**src/rtl/bgr_pkg.sv**
```systemverilog
package bgr_pkg;
   localparam int TILE_PX   = 8;
   localparam int PLANE_GAP = 8;
   localparam int TILE_BYTES = 16;
   localparam logic [2:0] PH_NAME = 3'd0;
   localparam logic [2:0] PH_LO   = 3'd1;
   localparam logic [2:0] PH_HI   = 3'd2;
   localparam logic [2:0] PH_LOAD = 3'd7;
endpackage

```
**src/rtl/bgr_raster_ctr.sv**
```systemverilog
module bgr_raster_ctr #(
   parameter int XW    = 8,
   parameter int YW    = 8,
   parameter int MAX_X = 255,
   parameter int MAX_Y = 239
) (
   input  logic          clk,
   input  logic          rst,
   input  logic          en,
   output logic [XW-1:0] x,
   output logic [YW-1:0] y
);
   always_ff @(posedge clk) begin
      if (rst) begin
         x <= '0;
         y <= '0;
      end else if (en) begin
         if (x == XW'(MAX_X)) begin
            x <= '0;
            y <= (y == YW'(MAX_Y)) ? '0 : y + 1'b1;
         end else begin
            x <= x + 1'b1;
         end
      end
   end
endmodule

```
**src/rtl/bgr_fetch.sv**
```systemverilog
module bgr_fetch
   import bgr_pkg::*;
#(
   parameter int ADDR_W    = 14,
   parameter int CW        = 5,
   parameter int RW        = 5,
   parameter int TILE_COLS = 32,
   parameter int NT_BASE   = 'h2000,
   parameter int NT_STRIDE = 'h400,
   parameter int PT_STRIDE = 'h1000
) (
   input  logic              clk,
   input  logic              rst,
   input  logic [2:0]        phase,
   input  logic [CW-1:0]     col,
   input  logic [RW-1:0]     row,
   input  logic [2:0]        fine,
   input  logic [1:0]        nt_sel,
   input  logic              pt_sel,
   output logic [ADDR_W-1:0] name_addr,
   input  logic [7:0]        name_data,
   output logic [ADDR_W-1:0] pat_addr,
   input  logic [7:0]        pat_data,
   output logic [7:0]        lo_q,
   output logic [7:0]        hi_q
);
   logic [7:0] tile_q;

   assign name_addr = ADDR_W'(NT_BASE) + ADDR_W'(nt_sel) * ADDR_W'(NT_STRIDE)
                    + ADDR_W'(row) * ADDR_W'(TILE_COLS) + ADDR_W'(col);

   assign pat_addr = ADDR_W'(pt_sel) * ADDR_W'(PT_STRIDE)
                   + ADDR_W'(tile_q) * ADDR_W'(TILE_BYTES)
                   + ADDR_W'(fine)
                   + ((phase == PH_HI) ? ADDR_W'(PLANE_GAP) : '0);

   always_ff @(posedge clk) begin
      if (rst) begin
         tile_q <= '0;
         lo_q   <= '0;
         hi_q   <= '0;
      end else begin
         if (phase == PH_NAME) tile_q <= name_data;
         if (phase == PH_LO)   lo_q   <= pat_data;
         if (phase == PH_HI)   hi_q   <= pat_data;
      end
   end
endmodule

```
**src/rtl/bgr_shift.sv**
```systemverilog
module bgr_shift #(
   parameter bit MSB_FIRST = 1'b1
) (
   input  logic       clk,
   input  logic       rst,
   input  logic       load,
   input  logic [7:0] lo_in,
   input  logic [7:0] hi_in,
   output logic [1:0] pix
);
   logic [7:0] sh_lo, sh_hi;

   generate
      if (MSB_FIRST) begin : g_msb
         always_ff @(posedge clk) begin
            if (rst) begin
               sh_lo <= '0;
               sh_hi <= '0;
            end else if (load) begin
               sh_lo <= lo_in;
               sh_hi <= hi_in;
            end else begin
               sh_lo <= {sh_lo[6:0], 1'b0};
               sh_hi <= {sh_hi[6:0], 1'b0};
            end
         end
         assign pix = {sh_hi[7], sh_lo[7]};
      end else begin : g_lsb
         always_ff @(posedge clk) begin
            if (rst) begin
               sh_lo <= '0;
               sh_hi <= '0;
            end else if (load) begin
               sh_lo <= lo_in;
               sh_hi <= hi_in;
            end else begin
               sh_lo <= {1'b0, sh_lo[7:1]};
               sh_hi <= {1'b0, sh_hi[7:1]};
            end
         end
         assign pix = {sh_hi[0], sh_lo[0]};
      end
   endgenerate
endmodule

```
**src/rtl/bg_tile_raster.sv**
```systemverilog
module bg_tile_raster
   import bgr_pkg::*;
#(
   parameter int TILE_COLS = 32,
   parameter int TILE_ROWS = 30,
   parameter int ADDR_W    = 14,
   parameter int NT_BASE   = 'h2000,
   parameter int NT_STRIDE = 'h400,
   parameter int PT_STRIDE = 'h1000,
   parameter bit MSB_FIRST = 1'b1
) (
   input  logic              clk,
   input  logic              rst,
   input  logic              bg_en,
   input  logic [1:0]        nt_sel,
   input  logic              pt_sel,
   output logic [ADDR_W-1:0] name_addr,
   input  logic [7:0]        name_data,
   output logic [ADDR_W-1:0] pat_addr,
   input  logic [7:0]        pat_data,
   output logic              pix_valid,
   output logic [$clog2(TILE_COLS*TILE_PX)-1:0] pix_x,
   output logic [$clog2(TILE_ROWS*TILE_PX)-1:0] pix_y,
   output logic [1:0]        pix_idx,
   output logic              frame_start
);
   localparam int W_PX = TILE_COLS * TILE_PX;
   localparam int H_PX = TILE_ROWS * TILE_PX;
   localparam int XW   = $clog2(W_PX);
   localparam int YW   = $clog2(H_PX);
   localparam int CW   = XW - 3;
   localparam int RW   = YW - 3;

   generate
      if (ADDR_W < 14)
         $error("bg_tile_raster: ADDR_W too small for the name grid window");
      if (TILE_COLS * TILE_ROWS > NT_STRIDE)
         $error("bg_tile_raster: name grid does not fit in one stride");
      if (PT_STRIDE < 256 * TILE_BYTES)
         $error("bg_tile_raster: pattern table stride too small");
      if ((1 << XW) != W_PX)
         $error("bg_tile_raster: TILE_COLS must be a power of two");
   endgenerate

   logic [XW-1:0] fx, ox;
   logic [YW-1:0] fy, oy;
   logic          primed;
   logic [7:0]    lo_q, hi_q;
   logic [1:0]    sh_pix;
   logic          load;

   bgr_raster_ctr #(.XW(XW), .YW(YW), .MAX_X(W_PX-1), .MAX_Y(H_PX-1)) u_fetch_ctr (
      .clk(clk), .rst(rst), .en(1'b1), .x(fx), .y(fy)
   );

   bgr_raster_ctr #(.XW(XW), .YW(YW), .MAX_X(W_PX-1), .MAX_Y(H_PX-1)) u_out_ctr (
      .clk(clk), .rst(rst), .en(primed), .x(ox), .y(oy)
   );

   bgr_fetch #(
      .ADDR_W(ADDR_W), .CW(CW), .RW(RW), .TILE_COLS(TILE_COLS),
      .NT_BASE(NT_BASE), .NT_STRIDE(NT_STRIDE), .PT_STRIDE(PT_STRIDE)
   ) u_fetch (
      .clk(clk), .rst(rst), .phase(fx[2:0]), .col(fx[XW-1:3]), .row(fy[YW-1:3]),
      .fine(fy[2:0]), .nt_sel(nt_sel), .pt_sel(pt_sel),
      .name_addr(name_addr), .name_data(name_data),
      .pat_addr(pat_addr), .pat_data(pat_data),
      .lo_q(lo_q), .hi_q(hi_q)
   );

   assign load = (fx[2:0] == PH_LOAD);

   bgr_shift #(.MSB_FIRST(MSB_FIRST)) u_shift (
      .clk(clk), .rst(rst), .load(load), .lo_in(lo_q), .hi_in(hi_q), .pix(sh_pix)
   );

   always_ff @(posedge clk) begin
      if (rst) begin
         primed      <= 1'b0;
         frame_start <= 1'b0;
      end else begin
         primed      <= primed | load;
         frame_start <= primed && (ox == XW'(W_PX-1)) && (oy == YW'(H_PX-1));
      end
   end

   assign pix_valid = primed;
   assign pix_x     = ox;
   assign pix_y     = oy;
   assign pix_idx   = (bg_en && primed) ? sh_pix : 2'b00;
endmodule

```
**config.mk**
```make
export PLATFORM = sky130hd
export DESIGN_NAME = bg_tile_raster
export DESIGN_NICKNAME = d
export VERILOG_FILES = /design/src/rtl/bgr_pkg.sv /design/src/rtl/bgr_raster_ctr.sv /design/src/rtl/bgr_fetch.sv /design/src/rtl/bgr_shift.sv /design/src/rtl/bg_tile_raster.sv
export SDC_FILE = /design/constraint.sdc
export NUM_CORES = 1
export LEC_CHECK = 0
export ABC_AREA = 1
export ABC_CLOCK_PERIOD_IN_PS = 1390
export BUFFER_PORTS_ARGS = -buffer_cell sky130_fd_sc_hd__buf_2
export CORE_MARGIN = 2
export CORE_UTILIZATION = 45
export DETAILED_ROUTE_END_ITERATION = 8
export GPL_ROUTABILITY_DRIVEN = 0
export PLACE_DENSITY = 0.72
export REMOVE_ABC_BUFFERS = 1
export SLEW_MARGIN = 20
export SYNTH_ARGS = -nofsm -noshare
export SYNTH_HDL_FRONTEND = slang
export SYNTH_SLANG_ARGS = --single-unit
```
**constraint.sdc**
```tcl
create_clock -name clk -period 1.39 [get_ports clk]
set_clock_uncertainty 0.1 [all_clocks]
set_input_delay 0.0695 -clock clk [delete_from_list [all_inputs] [get_ports clk]]
set_output_delay 0.0695 -clock clk [all_outputs]
set_load 0.01 [all_outputs]
```
* After elaboration in Yosys (flattened, before gate mapping) *
Cells that the tools add are included.
W data, S select, Z words.

operators by class
  add/sub/neg operators = 10
  divide/modulo/power cells = 0
  multiply operators = 0
  reductions and logical operators = 7
  $lt $le $gt $ge = 0
  equality and inequality tests = 7
  shifts and indexed selects = 0
  bitwise logic cells = 2
  muxes and demuxes = 7

operators by type and width
  cell                      number
  $mux W8                   5
  $add A8 B1 Y8 const B     4
  $eq A8 B8 Y1 const B      4
  $add A13 B12 Y14          1
  $add A14 B10 Y14          1
  $add A14 B12 Y14 const A  1
  $add A14 B14 Y14          1
  $add A14 B3 Y14           1
  $add A14 B5 Y14           1
  $mux W4                   1
  $reduce_or A2 Y1          2
  $eq A3 B1 Y1 const B      1
  $eq A3 B2 Y1 const B      1
  $eq A3 B3 Y1 const B      1
  $logic_and A1 B1 Y1       3
  $logic_not A3 Y1          1
  $mux W2                   1
  $reduce_and A2 Y1         1
  $not A1 Y1                1
  $or A1 B1 Y1              1

word-level totals
  bits in latches = 0
  memories = 0
  RAM bits = 0
  register bits = 74
  output and inout bits = 48
  memory bits (read-only) = 0

* Depth between registers and ports, before layout *
Gate-level depths: netlist of run 1.

  word-level depth = 3
  gate-level depth with buffers = 9

* Hierarchy *
A second synthesis of run 1 with hierarchy kept.

unflattened totals
  cell total of the unflattened synthesis = 546
  area, all modules = 3,724.8 um^2

modules (own cells, without submodules)
  module          cells each  sequential area each (um^2)  times used  area each (um^2)
  bgr_raster_ctr  131         320.3                        2           857.1
  bgr_fetch       164         480.5                        1           1,213.7
  bgr_shift       95          320.3                        1           658.1
  bg_tile_raster  25          40.0                         1           138.9

* Worst setup path before layout of run 1 *
Ideal clock, no wire load.

  path type = reg2reg
  from = register u_out_ctr.x[0]
  to = register u_out_ctr.y[5]
  buffers on the path = 1
  clock period less this slack = 1.518 ns
  stages on the path, launching flop included = 10
  data arrival time = 1.297 ns
  required time = 1.169 ns
  library setup time = 0.121 ns
  setup slack = -0.128 ns
  path through = dfxtp_1 -> ha_1 -> nand2_2 -> nor2_4 -> nand2_2 -> buf_6 -> nor2_1 -> nand2_1 -> nand2_1 -> nor2_1

on the way
  longest elaborated chain between the ends = 2

RTL lines
  element                             RTL line              text
  start: declaration                  bgr_raster_ctr.sv:10  output logic [XW-1:0] x,
  start signal: assignment            bgr_raster_ctr.sv:22  x <= x + 1'b1;
  $eq A8 B8 Y1                        bgr_raster_ctr.sv:18  if (x == XW'(MAX_X)) begin
  $reduce_and A2 Y1 (no source line)  n/a
  end signal: assignment              bgr_raster_ctr.sv:20  y <= (y == YW'(MAX_Y)) ? '0 : y + 1'b1;
  end: declaration                    bgr_raster_ctr.sv:11  output logic [YW-1:0] y

No other way between the ends.
A chain may end at the register's enable or synchronous reset.

* Worst setup path in the final report of run 1 *
  from = register u_fetch_ctr.x[1]
  to = output pat_addr[3]

on the way
  longest elaborated chain between the ends = 3

RTL lines
  element                   RTL line              text
  start: declaration        bgr_raster_ctr.sv:10
  start signal: assignment  bgr_raster_ctr.sv:22
  $eq A3 B2 Y1              bgr_fetch.sv:35       + ((phase == PH_HI) ? ADDR_W'(PLANE_GAP) : '0);
  $mux W4                   bgr_fetch.sv:35
  $add A14 B14 Y14          bgr_fetch.sv:35
  end: declaration          bg_tile_raster.sv:19  output logic [ADDR_W-1:0] pat_addr,

No other way between the ends.

==> out/metrics.yaml, run 1 <==
critical_path:
  critPathMaxFanout: 3
  end_kind: "output pin"
  critical_path.max_stage_delay_ns: 0.35
  worstSetupPathType: "reg2out"
  startpoint_type: "flip-flop"
  r2r_end: "u_fetch.lo_q[6]"
  cp_cell_sequence: "buf_4 > ha_2 > nand2_4 > inv_4 > buf_6"
  rr_startpoint: "u_fetch_ctr.x[1]"
  arrival_ns: 1.23
  crit_family: "flip-flops"
  rrSetupSlack_ns: 0.02
  critPathBufInv: 3
  crit_slowest_cell: "dfxtp_2"
  reg2reg_depth: 7
  required_ns: 1.22
sta:
  max_freq_ghz: 0.717
  drv_slew: 0
  setup_violations: 1
  rsz0062_at_grt: "true"
  finalHoldViolCount: 0
  min_period_ns: 1.40
  holdWs_ns: 0.0390
  fin_crit_sh_pct: 100
  layout_setup_ws_ns: -0.00524
detailed_routing:
  post-route-drc-count: 0
  via_per_inst: 4.77
  routedWlPerCell_microns: 11.4
  detail_route.iter0.violations: 77
  vias: 2928
  drt_wl_total_mm: 7.02
  antenna_left: 0
  dr.pass1.iters: 4
synthesis:
  yosysSeqAreaShare_pct: 47.3
  yosysWarnings: 0
  ys_ff_latch: 74
  synth.distinct_cells: 32
  postSynthAreaPerCell_sq_um: 7.43
  synthCells: 422
  syn_area_sq_um: 3130
layout:
  final_common_cell: "nor2_1"
  fillers: 613
  nNetsFinal: 559
  stdcell_area_sq_um: 4300
  insertedDiodeCount: 0
  final_cell_mix: "nor2_1, dfxtp_1, buf_2, nand2_1, inv_1"
  drive_gt1_share_pct: 32.2
  stdcell_count: 614
  areaGrowthSynthToFinish_pct: 37.2
place:
  place_area_sq_um: 3690
  dp_hpwl_mm: 4.59
  dp_cells: 579
  portBuffers: 60
worst_hold_path:
  min_path_cells: 0
  holdPathEnd: "pat_addr[12]"
  hold_start: "pt_sel"
  hold_class: "in2out"
power_and_ir_drop:
  ir_drop_mv: 0.585
  p_leak_nw: 1.97
  cellPowerDensity_nw_per_um2: 1010
clock_network:
  clk_latency_ns: 0.35
  cts_sinks: 74
  numCtsBuffers: 9
  clock_tree.root_cell: "clkbuf_8"
  cts_tree: "done"
  h-tree-depth: 3
  clockBufferDepth: 2
  clkTransAtPathRegs_ns: 0.07
global_routing:
  grt_pass1_wl_mm: 11.3
  grt_usage_pct: 18.6
  grt_pass1_vias: 2700
  overflow: 0
  grt_max_degree: 40
  grt_antenna_before_repair: 0
floorplanning:
  num_rows: 30
  die_h_microns: 87.5
  initial_core_util_pct: 46.4
  fp.dieArea_sq_um: 7650
  io-pin-count: 70
  die_x_microns: 87.5
  coreArea_sq_um: 6760
outcome:
  violations: "negative setup slack"
  outcome: "complete, but fails checks"
job:
  drv_cap: 0
-- synthesized netlist by cell type --
library cell  instances  area share, %
clkinv_2              1           0.16
o21bai_2              1           0.36
xor2_1                5            1.4
inv_1                36            4.3
o21bai_1              1           0.24
clkbuf_1              5           0.60
buf_4                12            2.9
a21oi_1              10            1.6
nor2_2                1           0.20
nand2_1              53            6.3
o21ai_0              47            7.5
nand2_2               5            1.0
xnor2_1               1           0.28
a21boi_0              1           0.24
nor2_1              121             14
nor2_4                2           0.72
o21ai_2               3           0.84
nand4_1               2           0.40
nor3_1                2           0.32
dfxtp_1              74             47
ha_1                  8            3.2
nand2_4               2           0.72
inv_2                 1           0.12
clkbuf_2              1           0.16
nand3b_1              1           0.24
buf_6                 1           0.36
clkinv_1              1           0.12
nand3_1              18            2.9
conb_1                2           0.24
or2_2                 1           0.20
and3_1                2           0.40
nor3b_1               1           0.24
-- per-stage QoR --
| stage | total power, mW | utilization, % | setup slack (ns) | TNS [ns] |
|---|---|---|---|---|
| after global routing | 4.55 | 63.6 | -0.0662 | -0.525 |
| after global placement | 2.62 | 54.6 | -0.0241 | -0.146 |
| after CTS | 4.32 | 60.6 | -0.0482 | -0.0488 |
| final | 4.33 | 63.6 | -0.00524 | -0.00524 |
| after floorplan | 2.48 | - | -0.171 | -2.86 |
| after detailed placement | 2.63 | 54.6 | -0.0846 | -0.708 |
-- worst max-delay path by stage --
stage,startpoint,end,slack [ns],depth (start not counted)
global route,u_fetch_ctr.x[1],u_fetch.lo_q[6],-0.07,7
CTS,u_fetch_ctr.x[1],pat_addr[3],-0.05,5
floorplan,u_out_ctr.x[0],u_out_ctr.y[0],-0.17,6
finish,u_fetch_ctr.x[1],pat_addr[3],-0.005,5
global placement,u_fetch_ctr.x[0],u_fetch_ctr.y[3],-0.02,8
detailed placement,u_fetch_ctr.x[0],u_fetch_ctr.y[5],-0.08,9
-- where the power goes --
part	switching (mW)	internal, mW
registers	0.0438	2.20
clock network	0.818	0.832
logic	0.240	0.197
total	1.10	3.23
-- repair_timing --
| item | CTS | global route |
|---|---|---|
| endpoints found under the hold margin | 29 | 0 |
| hold buffers | 17 | 0 |
| setup buffers | 1 | 1 |
| setup endpoints to repair | 20 | 39 |
| cloned | 0 | 0 |
| pin swaps | 0 | 15 |
| gates resized for setup | 14 | 71 |
-- layout make-up --
type / count / area [sq um] / area share (%)
well taps: 80 / 100 / 2.33
clock buffers: 10 / 128 / 2.97
inverters: 39 / 150 / 3.49
clock inverters: 6 / 66.3 / 1.54
repair buffers: 114 / 786 / 18.3
flip-flops and latches: 74 / 1500 / 34.8
multi-input cells: 291 / 1580 / 36.6
-- metal layers --
metal  wire, microns  track usage (%)
met5               0                0
met4             139             8.39
met3             226             3.98
met2            3540             32.4
met1            3110             21.8
-- kinds of logic after synthesis --
logic type	share of synthesized area, %
AOI/OAI and AO/OA	10.8
DFF	47.3
buffers and inverters	8.70
adders and majority gates	3.19
other	0.240
and+or+nand+nor	28.1
xor gates and xnor gates	1.68
-- flip-flops by register name, summed over array words and instances (netlist names), 8 cells and up --
register,flops
u_fetch.hi_q,8
u_fetch.lo_q,8
u_fetch.tile_q,8
u_fetch_ctr.x,8
u_fetch_ctr.y,8
u_out_ctr.x,8
u_out_ctr.y,8
u_shift.sh_hi,8
u_shift.sh_lo,8
(Power assumes the default switching activity.)
==> run 2, diff against run 1 <==
- CELL_PAD_IN_SITES_DETAIL_PLACEMENT: unset -> 0
- CELL_PAD_IN_SITES_GLOBAL_PLACEMENT: unset -> 1
- CORE_UTILIZATION: 45 -> 35
- PLACE_DENSITY: 0.72 -> 0.77
==> run 2 against run 1 <==
The run now ends clean. First-iteration DRC count is 32% lower. Sequential power about the same. Worst setup slack gained 0.017 ns. Core utilization shrank 13 points. Global-route usage fell by 3.4 points. Clock power is 6% lower. Critical endpoint is now u_out_ctr.y[0]. Largest power group unchanged. Highest routed layer unchanged.
==> out/metrics.yaml, run 2 (synthesis results as in run 1) <==
outcome:
  outcome: "complete, no violations"
clock_network:
  clock_tree.root_cell: "clkbuf_8"
  h-tree-depth: 3  # unchanged
  clk_latency_ns: 0.35  # about the same
  numCtsBuffers: 9  # unchanged
  cts_sinks: 74  # unchanged
  cts_tree: "done"
  clkTransAtPathRegs_ns: 0.09  # +0.02 ns
  clockBufferDepth: 2  # unchanged
global_routing:
  grt_pass1_wl_mm: 12.2  # +7.9%
  overflow: 0  # unchanged
  grt_pass1_vias: 2779  # +2.9%
  grt_usage_pct: 15.2  # -3.4 points
  grt_antenna_before_repair: 0  # unchanged
  grt_max_degree: 51  # +28%
layout:
  final_common_cell: "nor2_1"
  fillers: 850  # +39%
  nNetsFinal: 565  # +1.1%
  multi_input_area_sq_um: 1580  # +0.32%
  drive_gt1_share_pct: 33.0  # +0.75 points
  stdcell_count: 648  # +5.5%
  insertedDiodeCount: 0  # unchanged
  areaGrowthSynthToFinish_pct: 40.8
  regArea_sq_um: 1500  # about the same
  fin_util_pct: 50.6  # -13 points
  final_cell_mix: "nor2_1, dfxtp_1, buf_2, nand2_1, o21ai_0"
sta:
  rsz0062_at_grt: "true"
  max_freq_ghz: 0.726  # +1.2%
  fin_crit_sh_pct: 99.1  # -1.2 points
  finalHoldViolCount: 0  # unchanged
  drv_slew: 0  # unchanged
  min_period_ns: 1.38  # -0.0172 ns
  setup_violations: 0  # -1
detailed_routing:
  dr.pass1.iters: 4  # unchanged
  routedWlPerCell_microns: 11.4  # -0.62%
  antenna_left: 0  # unchanged
  detail_route.iter0.violations: 52  # -32%
  drt_wl_total_mm: 7.36  # +4.9%
  vias: 2942  # +0.48%
  post-route-drc-count: 0  # unchanged
  via_per_inst: 4.54  # -4.8%
worst_hold_path:
  hold_class: "in2out"
floorplanning:
  io-pin-count: 70  # unchanged
  num_rows: 34  # +13%
  die_h_microns: 98.6  # +13%
  coreArea_sq_um: 8720  # +29%
  initial_core_util_pct: 35.9  # -10 points
  die_x_microns: 98.6  # +13%
  fp.dieArea_sq_um: 9730  # +27%
critical_path:
  cp_cell_sequence: "ha_4 > nand2_4 > nor2_4 > nand2_4 > buf_4 > xor2_1 > nor2_1"
  critPathMaxFanout: 6  # +3
  arrival_ns: 1.52  # +0.29 ns
  crit_slowest_cell: "dfxtp_2"
  startpoint_type: "flip-flop"
  critical_path.max_stage_delay_ns: 0.36  # about the same
  worstSetupPathType: "reg2reg"
  end_kind: "flip-flop"
  required_ns: 1.53  # +0.31 ns
  path_common_cell: "nand2_4"
place:
  dp_hpwl_mm: 4.81  # +4.7%
  portBuffers: 60  # unchanged
  dp_cells: 611  # +5.5%
power_and_ir_drop:
  cellPowerDensity_nw_per_um2: 957  # -5.0%
  p_leak_nw: 2.04  # +3.5%
  ir_drop_mv: 0.428  # -27%
job:
  drv_cap: 0  # unchanged
## run 2: metrics by stage
step           hold WS, ns  worst slack [ns]  cell area, sq um  total power [mW]  TNS [ns]
2_1_floorplan       0.0386            -0.171              3010              2.48     -2.86
3_3_place_gp        0.0391           -0.0404              3780              2.63    -0.256
3_5_place_dp        0.0391           -0.0935              3780              2.65    -0.846
4_1_cts             0.0391          -0.00419              4200              4.26  -0.00419
5_1_grt             0.0391           -0.0800              4410              4.45    -0.600
6_report            0.0390            0.0119              4410              4.23         0
## run 2: critical path: cells and delay by family (launching register included)
kind | cells | cell delay, ns
buffers and inverters | 1 | 0.15
AND/OR/NAND/NOR | 4 | 0.40
XOR/XNOR | 1 | 0.12
adder cells (fa/ha/maj) | 1 | 0.16
flip-flops | 1 | 0.36
## run 2: path summary, 6_finish.rpt
kind / to / slack [ns] / startpoint / cells after the start
hold / removal: pat_addr[12] / 0.04 / pt_sel / 0
setup reg to reg: u_out_ctr.y[0] / 0.01 / u_out_ctr.x[1] / 7
setup / recovery: u_out_ctr.y[0] / 0.01 / u_out_ctr.x[1] / 7
hold reg to reg: u_shift.sh_lo[0] / 0.34 / u_fetch.lo_q[0] / 2
## run 2: report_power, final
group / leakage [nW] / total, mW / internal [mW] / switching [mW]
Combinational: 1.34 / 0.433 / 0.202 / 0.231
Sequential: 0.606 / 2.25 / 2.20 / 0.0446
Clock: 0.0899 / 1.55 / 0.707 / 0.838
## run 2: per-layer routing
layer  wire, microns  track usage (%)  up-vias
met5               0                0        -
met2            3570             26.0       49
met3             233             2.77       13
met4             158             6.74        0
li1                -                -     1541
met1            3400             18.7     1339
## run 2: final cells by class
cell class | instances | area share, %
Sequential cell | 74 | 33.9
Clock buffer | 11 | 3.20
Clock inverter | 5 | 0.879
Timing Repair Buffer | 119 | 19.7
Tap cell | 108 | 3.06
Inverter | 39 | 3.46
Multi-Input combinational cell | 292 | 35.8
## run 2: repair_timing
| item | in CTS | in global routing |
|---|---|---|
| endpoints found under the hold margin | 29 | 0 |
| resized for setup | 16 | 58 |
| cloned | 1 | 1 |
| pin swaps | 3 | 15 |
| hold buffers | 17 | 0 |
| setup endpoints to repair | 24 | 46 |
| buffers inserted | 1 | 1 |
